## config.mk

```make
export PLATFORM = sky130hd
export DESIGN_NAME = pcbrk_unit
export DESIGN_NICKNAME = d
export VERILOG_FILES = /design/src/rtl/pcbrk_pkg.sv /design/src/rtl/pcbrk_mask_dec.sv /design/src/rtl/pcbrk_addr_cmp.sv /design/src/rtl/pcbrk_chan.sv /design/src/rtl/pcbrk_unit.sv
export SDC_FILE = /design/constraint.sdc
export NUM_CORES = 1
export LEC_CHECK = 0
export BUFFER_PORTS_ARGS = -buffer_cell sky130_fd_sc_hd__buf_2
export CAP_MARGIN = 15
export CORE_UTILIZATION = 60
export CTS_BUF_LIST = sky130_fd_sc_hd__clkbuf_4 sky130_fd_sc_hd__clkbuf_8
export CTS_CLUSTER_SIZE = 30
export DETAILED_ROUTE_END_ITERATION = 10
export PLACE_DENSITY_LB_ADDON = 0.15
export SYNTH_ARGS = -nofsm -noshare
export SYNTH_HDL_FRONTEND = slang
export SYNTH_SLANG_ARGS = --single-unit
```

## constraint.sdc

```tcl
create_clock -name clk -period 3.3 [get_ports clk]
set_clock_uncertainty 0.15 [all_clocks]
set_input_delay 0 -clock clk [delete_from_list [all_inputs] [get_ports clk]]
set_output_delay 0 -clock clk [all_outputs]
set_load 0.01 [all_outputs]
```

## src/rtl/pcbrk_pkg.sv

```systemverilog
`timescale 1ns/1ps
package pcbrk_pkg;

   typedef enum logic [1:0] {
      KIND_FETCH = 2'b00,
      KIND_READ  = 2'b01,
      KIND_WRITE = 2'b10,
      KIND_IDLE  = 2'b11
   } bus_kind_e;

   typedef enum logic [1:0] {
      COND_FETCH = 2'b00,
      COND_READ  = 2'b01,
      COND_WRITE = 2'b10,
      COND_RDWR  = 2'b11
   } brk_cond_e;

   // control byte below the flag bit: msel[6] amask[5:3] cond[2:1] ie[0]
   typedef struct packed {
      logic       msel;
      logic [2:0] amask;
      brk_cond_e  cond;
      logic       ie;
   } brk_ctrl_t;

   localparam int CTRL_W   = $bits(brk_ctrl_t);
   localparam int FLAG_BIT = CTRL_W;
   localparam int MAX_IGN  = 16;

   // number of low address bits ignored for a mask code
   function automatic int mask_width(input logic [2:0] code);
      case (code)
         3'd5:    return 8;
         3'd6:    return 12;
         3'd7:    return MAX_IGN;
         default: return int'(code);
      endcase
   endfunction

endpackage

```

## src/rtl/pcbrk_mask_dec.sv

```systemverilog
`timescale 1ns/1ps
module pcbrk_mask_dec
   import pcbrk_pkg::*;
#(
   parameter int AW = 24
) (
   input  logic [2:0]    code,
   output logic [AW-1:0] ignore
);

   always_comb begin
      int n;
      n = mask_width(code);
      for (int i = 0; i < AW; i++) begin
         ignore[i] = (i < n);
      end
   end

endmodule

```

## src/rtl/pcbrk_addr_cmp.sv

```systemverilog
`timescale 1ns/1ps
module pcbrk_addr_cmp #(
   parameter int AW = 24
) (
   input  logic [AW-1:0] probe,
   input  logic [AW-1:0] ref_addr,
   input  logic [AW-1:0] ignore,
   output logic          hit
);

   logic [AW-1:0] diff;

   always_comb begin
      diff = (probe ^ ref_addr) & ~ignore;
      hit  = (diff == '0);
   end

endmodule

```

## src/rtl/pcbrk_chan.sv

```systemverilog
`timescale 1ns/1ps
module pcbrk_chan
   import pcbrk_pkg::*;
#(
   parameter int AW          = 24,
   parameter bit DEFER_FETCH = 1'b1
) (
   input  logic          clk,
   input  logic          rst_n,
   input  logic          stop,
   input  logic          wr_bar,
   input  logic          wr_ctrl,
   input  logic          rd_ctrl,
   input  logic [AW-1:0] wdata,
   input  logic          bus_valid,
   input  logic [AW-1:0] bus_addr,
   input  logic [1:0]    bus_kind,
   input  logic          bus_master,
   input  logic          exec_valid,
   input  logic [AW-1:0] exec_addr,
   output logic [AW-1:0] bar_q,
   output brk_ctrl_t     ctrl_q,
   output logic          flag_q,
   output logic          req
);

   logic [AW-1:0] ignore;
   logic          bus_hit;
   logic          kind_ok;
   logic          fetch_hit;
   logic          data_hit;
   logic          exec_fire;
   logic          hit_set;
   logic          clr_try;
   logic          armed_q;
   bus_kind_e     kind;

   pcbrk_mask_dec #(.AW(AW)) u_mask (
      .code   (ctrl_q.amask),
      .ignore (ignore)
   );

   pcbrk_addr_cmp #(.AW(AW)) u_bus_cmp (
      .probe    (bus_addr),
      .ref_addr (bar_q),
      .ignore   (ignore),
      .hit      (bus_hit)
   );

   always_comb begin
      kind = bus_kind_e'(bus_kind);
      case (ctrl_q.cond)
         COND_READ:  kind_ok = (kind == KIND_READ);
         COND_WRITE: kind_ok = (kind == KIND_WRITE);
         COND_RDWR:  kind_ok = (kind == KIND_READ) || (kind == KIND_WRITE);
         default:    kind_ok = 1'b0;
      endcase
      fetch_hit = !stop && bus_valid && (kind == KIND_FETCH) &&
                  (ctrl_q.cond == COND_FETCH) && !ctrl_q.msel &&
                  !bus_master && bus_hit;
      data_hit  = !stop && bus_valid && kind_ok &&
                  (bus_master == ctrl_q.msel) && bus_hit;
   end

   generate
      if (DEFER_FETCH) begin : g_defer
         logic pend_q;
         logic exec_hit;

         pcbrk_addr_cmp #(.AW(AW)) u_exec_cmp (
            .probe    (exec_addr),
            .ref_addr (bar_q),
            .ignore   (ignore),
            .hit      (exec_hit)
         );

         assign exec_fire = !stop && exec_valid && pend_q && exec_hit;

         always_ff @(posedge clk or negedge rst_n) begin
            if (!rst_n) begin
               pend_q <= 1'b0;
            end else if (stop || wr_bar || wr_ctrl) begin
               pend_q <= 1'b0;
            end else if (fetch_hit) begin
               pend_q <= 1'b1;
            end else if (exec_fire) begin
               pend_q <= 1'b0;
            end
         end
      end else begin : g_direct
         assign exec_fire = fetch_hit;
      end
   endgenerate

   assign hit_set = data_hit || exec_fire;
   assign clr_try = wr_ctrl && !wdata[FLAG_BIT];

   always_ff @(posedge clk or negedge rst_n) begin
      if (!rst_n) begin
         bar_q <= '0;
      end else if (wr_bar) begin
         bar_q <= wdata;
      end
   end

   always_ff @(posedge clk or negedge rst_n) begin
      if (!rst_n) begin
         ctrl_q <= '0;
      end else if (wr_ctrl) begin
         ctrl_q <= brk_ctrl_t'(wdata[CTRL_W-1:0]);
      end
   end

   always_ff @(posedge clk or negedge rst_n) begin
      if (!rst_n) begin
         flag_q <= 1'b0;
      end else if (hit_set) begin
         flag_q <= 1'b1;
      end else if (clr_try && armed_q) begin
         flag_q <= 1'b0;
      end
   end

   // clearing is armed by a read that saw the flag set
   always_ff @(posedge clk or negedge rst_n) begin
      if (!rst_n) begin
         armed_q <= 1'b0;
      end else begin
         armed_q <= flag_q && !clr_try && (armed_q || rd_ctrl);
      end
   end

   assign req = flag_q && ctrl_q.ie;

endmodule

```

## src/rtl/pcbrk_unit.sv

```systemverilog
`timescale 1ns/1ps
module pcbrk_unit
   import pcbrk_pkg::*;
#(
   parameter int  AW          = 24,
   parameter int  NCH         = 2,
   parameter bit  DEFER_FETCH = 1'b1,
   localparam int CHW         = (NCH > 1) ? $clog2(NCH) : 1,
   localparam int RAW         = CHW + 1
) (
   input  logic           clk,
   input  logic           rst_n,
   input  logic           mod_stop,
   input  logic [RAW-1:0] reg_addr,
   input  logic           reg_wr,
   input  logic           reg_rd,
   input  logic [AW-1:0]  reg_wdata,
   output logic [AW-1:0]  reg_rdata,
   input  logic           bus_valid,
   input  logic [AW-1:0]  bus_addr,
   input  logic [1:0]     bus_kind,
   input  logic           bus_master,
   input  logic           exec_valid,
   input  logic [AW-1:0]  exec_addr,
   output logic           irq
);

   localparam int CFG_W = AW + CTRL_W;

   generate
      if (AW < MAX_IGN || AW < CTRL_W + 1) begin : g_bad_aw
         $error("pcbrk_unit: AW must cover the widest mask and the control byte");
      end
      if (NCH < 1) begin : g_bad_nch
         $error("pcbrk_unit: NCH must be at least 1");
      end
   endgenerate

   logic [AW-1:0]        bar_v [NCH];
   brk_ctrl_t            ctrl_v [NCH];
   logic [NCH-1:0]       req_v;
   logic [NCH-1:0]       flag_vec;
   logic [NCH*CFG_W-1:0] cfg_vec;
   logic                 acc_wr;
   logic                 acc_rd;
   logic [CHW-1:0]       ch_idx;

   assign acc_wr = reg_wr && !mod_stop;
   assign acc_rd = reg_rd && !mod_stop;
   assign ch_idx = reg_addr[RAW-1:1];

   for (genvar g = 0; g < NCH; g++) begin : g_ch
      logic sel;
      assign sel = (ch_idx == CHW'(g));

      pcbrk_chan #(.AW(AW), .DEFER_FETCH(DEFER_FETCH)) u_chan (
         .clk        (clk),
         .rst_n      (rst_n),
         .stop       (mod_stop),
         .wr_bar     (acc_wr && sel && !reg_addr[0]),
         .wr_ctrl    (acc_wr && sel && reg_addr[0]),
         .rd_ctrl    (acc_rd && sel && reg_addr[0]),
         .wdata      (reg_wdata),
         .bus_valid  (bus_valid),
         .bus_addr   (bus_addr),
         .bus_kind   (bus_kind),
         .bus_master (bus_master),
         .exec_valid (exec_valid),
         .exec_addr  (exec_addr),
         .bar_q      (bar_v[g]),
         .ctrl_q     (ctrl_v[g]),
         .flag_q     (flag_vec[g]),
         .req        (req_v[g])
      );

      assign cfg_vec[g*CFG_W +: CFG_W] = {bar_v[g], ctrl_v[g]};
   end

   always_comb begin
      reg_rdata = '0;
      if (!mod_stop) begin
         for (int i = 0; i < NCH; i++) begin
            if (ch_idx == CHW'(i)) begin
               reg_rdata = reg_addr[0] ? AW'({flag_vec[i], ctrl_v[i]}) : bar_v[i];
            end
         end
      end
   end

   assign irq = !mod_stop && (|req_v);

endmodule

```

==> impl_summary.md <==
Run status
The run finished with clean final reports.

Finish
Relative to the synthesized area, the layout overhead comes to 24.0%. The final layout contains 625 nets. In the final layout, the multi-input gates occupy 0.00269 mm². The area used by sequential logic in the layout is 0.00170 mm².

The share of final-layout standard cells stronger than drive strength 1 is 35.9%. Once layout is complete, the utilization of the core stands at 77.0%. After filler insertion, the fill cell instance count of the layout stands at 525.

The repair_antennas step left the layout with diodes totalling 0.

Clock tree
The number of gates resized after CTS is 0. The level count of the clock H-tree is 3. The number of post-CTS setup repair buffers is 0. No sink is reached through more buffers than the 2 on the longest clock path.

The buffer type at the clock tree root is sky130_fd_sc_hd__clkbuf_8. The clock slew at the register clock pins of the worst setup and hold paths is 0.07 ns. The total clock buffers created by CTS is 9. The clock reaches the later pin of the worst-skew pair after 0.35 ns. The clock tree from TritonCTS is done. For this design, the CTS-stage hold fixing added 30 buffers. The tree built by TritonCTS fans out to 68 sinks.

Die
The number of placement rows is 31. In this run the standard cell core region covers 0.00725 mm². The I/O pin count is 109. The full die area is 0.00786 mm². The die height is 88.7 µm. The starting utilization of the core area is 62.1%.

The die boundary width is 88.7 µm.

Logic synthesis
When the netlist entered floorplanning its net count stood at 484. After synthesis the netlist holds a flip-flop and latch count of 68. The mean area per synthesized cell is 11.3 µm². The fraction of post-synthesis cell area in the top cell type by area is 37.8%.

In this run the cell area of the synthesized design comes to 0.00451 mm². The largest area contributor in the synthesized netlist is sky130_fd_sc_hd__dfrtp_1. Yosys printed 0 warnings. In the synthesized netlist, the cells that appear most often are sky130_fd_sc_hd__xnor2_1, sky130_fd_sc_hd__dfrtp_1, sky130_fd_sc_hd__mux2_2, sky130_fd_sc_hd__xor2_1, sky130_fd_sc_hd__nor2_1.

In the post-synthesis netlist, the biggest area contributors are sky130_fd_sc_hd__dfrtp_1, sky130_fd_sc_hd__mux2_2, sky130_fd_sc_hd__xnor2_1. Yosys mapped a number of flops with a built-in enable equal to 0. The instance count of the mapped netlist is 397. Among all cell types in the netlist, the one instantiated most often is sky130_fd_sc_hd__xnor2_1.

Yosys mapped the design onto 49 distinct sky130hd cell types. The leading register cell type out of synthesis is sky130_fd_sc_hd__dfrtp_1. The async set or reset register ratio after synthesis is 100%. The fraction of the yosys area taken by sequential cells is 37.8%.

Routing
The average detailed-routed wire length per instance is 18.1 µm. The routed design has 11600 µm of wire. The remaining antenna violation count is 0. The detailed router finished its first iteration with 273 violations. After detailed routing, the number of vias per cell comes to 5.74. The DRC violation count after routing is 0. The number of search-and-repair iterations in the first detailed-routing pass is 4. The via count is 3675.

Placed design
At the end of routability-driven placement, the weighted congestion stood at 0.886. Summed over all nets, the half-perimeter wirelength after detailed placement is 8540 µm. The count of buffers added on input and output ports is 108.

Worst setup path
In this design, the stage delay of the slowest critical-path cell is 0.54 ns. Among cell families on the critical path, the largest total delay comes from compound AO/OA/AOI/OAI gates. The critical path crosses 5 cells after its start point. The kind of start point of the critical path is a register. The arrival time at the worst endpoint is 2.28 ns. The data required time of the critical path is 3.36 ns. Along the worst path, the maximum fanout reaches 4. The worst setup path is captured at a register.

The number of buffer and inverter stages on the critical path is 0. Walking the worst path, the cells encountered are xor2_1 > nor4_1 > o21ai_0 > a2111oi_2 > o2bb2ai_1. The number of cells on the worst reg-to-reg path is 5. For this design, the slowest cell found on the critical path is sky130_fd_sc_hd__a2111oi_2. The flop-to-flop setup slack is 1.08 ns.

The setup path with the least slack is of type register to register.

Timing
At the pin with the least slew margin, the transition time is 0.858 ns. The max-slew violation count is 0. Setup violations remaining at the end of the flow were counted as 0.

Setup repair after global routing left no endpoint under its margin. The final worst-path cycle share is 67.3%. Based on the critical path, the design can be clocked at up to 450 MHz. The worst path in the final design needs a cycle of 2.22 ns, including I/O delays and setup. The setup TNS is 0 ns. The hold violation count in the final report was 0. The relative slew slack is 42.8%.

GRT
Entering global routing, the biggest net connects 69 pins. The final global-route overflow total is 0. The global-route wire length before repair is 18100 µm. The met3 usage in global routing is 6.90%. The via count of the first global-routing pass is 3636. Global routing used 31.4% of the available tracks. Global routing used 52.7% of the available met2 tracks.

The initial antenna violation count came to 0. The layer flagged by global routing as most heavily used is met2. The met1 track demand over resource in global routing is 39.6%.

Power
The worst-case vdd ir drop is 0.000296 V. In this run the static leakage power is 2.46 nW. In this run the power density over the cells is 495 mW/mm².

Flow run
The tool flagged a number of max-cap violations equal to 0.

Min path
In this run the worst hold path is classified as input port to register. The depth of the worst hold-timing path is 6.
cell usage in the layout (no fill, tap or decap), drive strengths merged, types with 2 or more instances in the layout:
cell,instances
a2111oi,3
dfrtp,68
o41ai,3
nand3,6
mux2,62
nor2b,10
a21oi,7
ha,3
nor2,20
a22oi,2
a41oi,3
nand2,9
clkinv,3
buf,112
inv,8
and2,3
mux4,8
a21boi,2
o21ai,12
and3,4
xnor2,69
mux2i,16
nor3b,2
clkbuf,11
nor3,3
xor2,29
a31oi,2
nor4,6
nand4,10
dlygate4sd3,30
o2bb2ai,2
metrics by stage:
step	setup slack, ns	total power [W]	cell area [µm²]	hold WS, ns	std cells
4_1_cts	1.09	0.00276	5590	0.0266	640
6_report	1.08	0.00277	5590	0.0352	640
3_3_place_gp	1.08	0.00210	5120	0.0873	596
5_1_grt	0.940	0.00291	5590	0.0459	640
3_5_place_dp	1.01	0.00214	5120	0.0954	596
2_1_floorplan	1.51	0.00183	4510	-0.446	397
kinds of logic after synthesis:
group | count (synthesis) | synth area share (%)
AO/OA/AOI/OAI | 46 | 7.17
XOR/XNOR | 98 | 19.1
adder cells (fa/ha/maj) | 3 | 0.833
buffers and inverters | 20 | 2.61
flip-flops | 68 | 37.8
multiplexers | 86 | 23.5
AND/OR/NAND/NOR | 76 | 9.11
routing by layer:
layer,wire (µm),share of wire [%],vias to the layer above
li1,-,-,1710
met1,4890,42,1785
met2,5670,49,160
met3,833,7.2,20
met4,223,1.9,0
met5,0,0,-
layout make-up:
cell class,count,share of cell area (%)
clock buffers,11,2.60
clock inverters,3,0.269
inverters,8,0.538
multi-input cells,309,48.1
flip-flops and latches,68,30.5
well taps,99,2.22
repair buffers,142,15.8
registers in the layout, summed over array words and instances (netlist names):
| name | cells |
|---|---|
| g_ch.u_chan.g_defer.pend_q | 2 |
| g_ch.u_chan.flag_q | 2 |
| g_ch.u_chan.armed_q | 2 |
| g_ch.u_chan.bar_q | 48 |
| g_ch.u_chan.ctrl_q | 14 |
power breakdown:
group | switching, W | internal, W
sequential | 0.000267 | 0.00101
clock | 0.000308 | 0.000289
combinational | 0.000369 | 0.000523
path summary, 6_finish.rpt:
| path | startpoint | endpoint |
|---|---|---|
| max in group asynchronous | rst_n | g_ch[1].u_chan.bar_q[13]$_DFFE_PN0P_ |
| max | g_ch[1].u_chan.bar_q[15]$_DFFE_PN0P_ | g_ch[1].u_chan.g_defer.pend_q$_DFFE_PN0P_ |
| min | bus_addr[23] | g_ch[0].u_chan.g_defer.pend_q$_DFFE_PN0P_ |
| min reg2reg | g_ch[1].u_chan.g_defer.pend_q$_DFFE_PN0P_ | g_ch[1].u_chan.g_defer.pend_q$_DFFE_PN0P_ |
| max reg2reg | g_ch[1].u_chan.bar_q[15]$_DFFE_PN0P_ | g_ch[1].u_chan.g_defer.pend_q$_DFFE_PN0P_ |
| min in group asynchronous | rst_n | g_ch[0].u_chan.bar_q[6]$_DFFE_PN0P_ |
worst register-to-register path: stages (launching register included):
cell                        delay (ns)
sky130_fd_sc_hd__dfrtp_1          0.45
sky130_fd_sc_hd__xor2_1           0.19
sky130_fd_sc_hd__nor4_1           0.44
sky130_fd_sc_hd__o21ai_0          0.19
sky130_fd_sc_hd__a2111oi_2        0.54
sky130_fd_sc_hd__o2bb2ai_1        0.14
No activity file was read; power rests on OpenSTA's default activity.
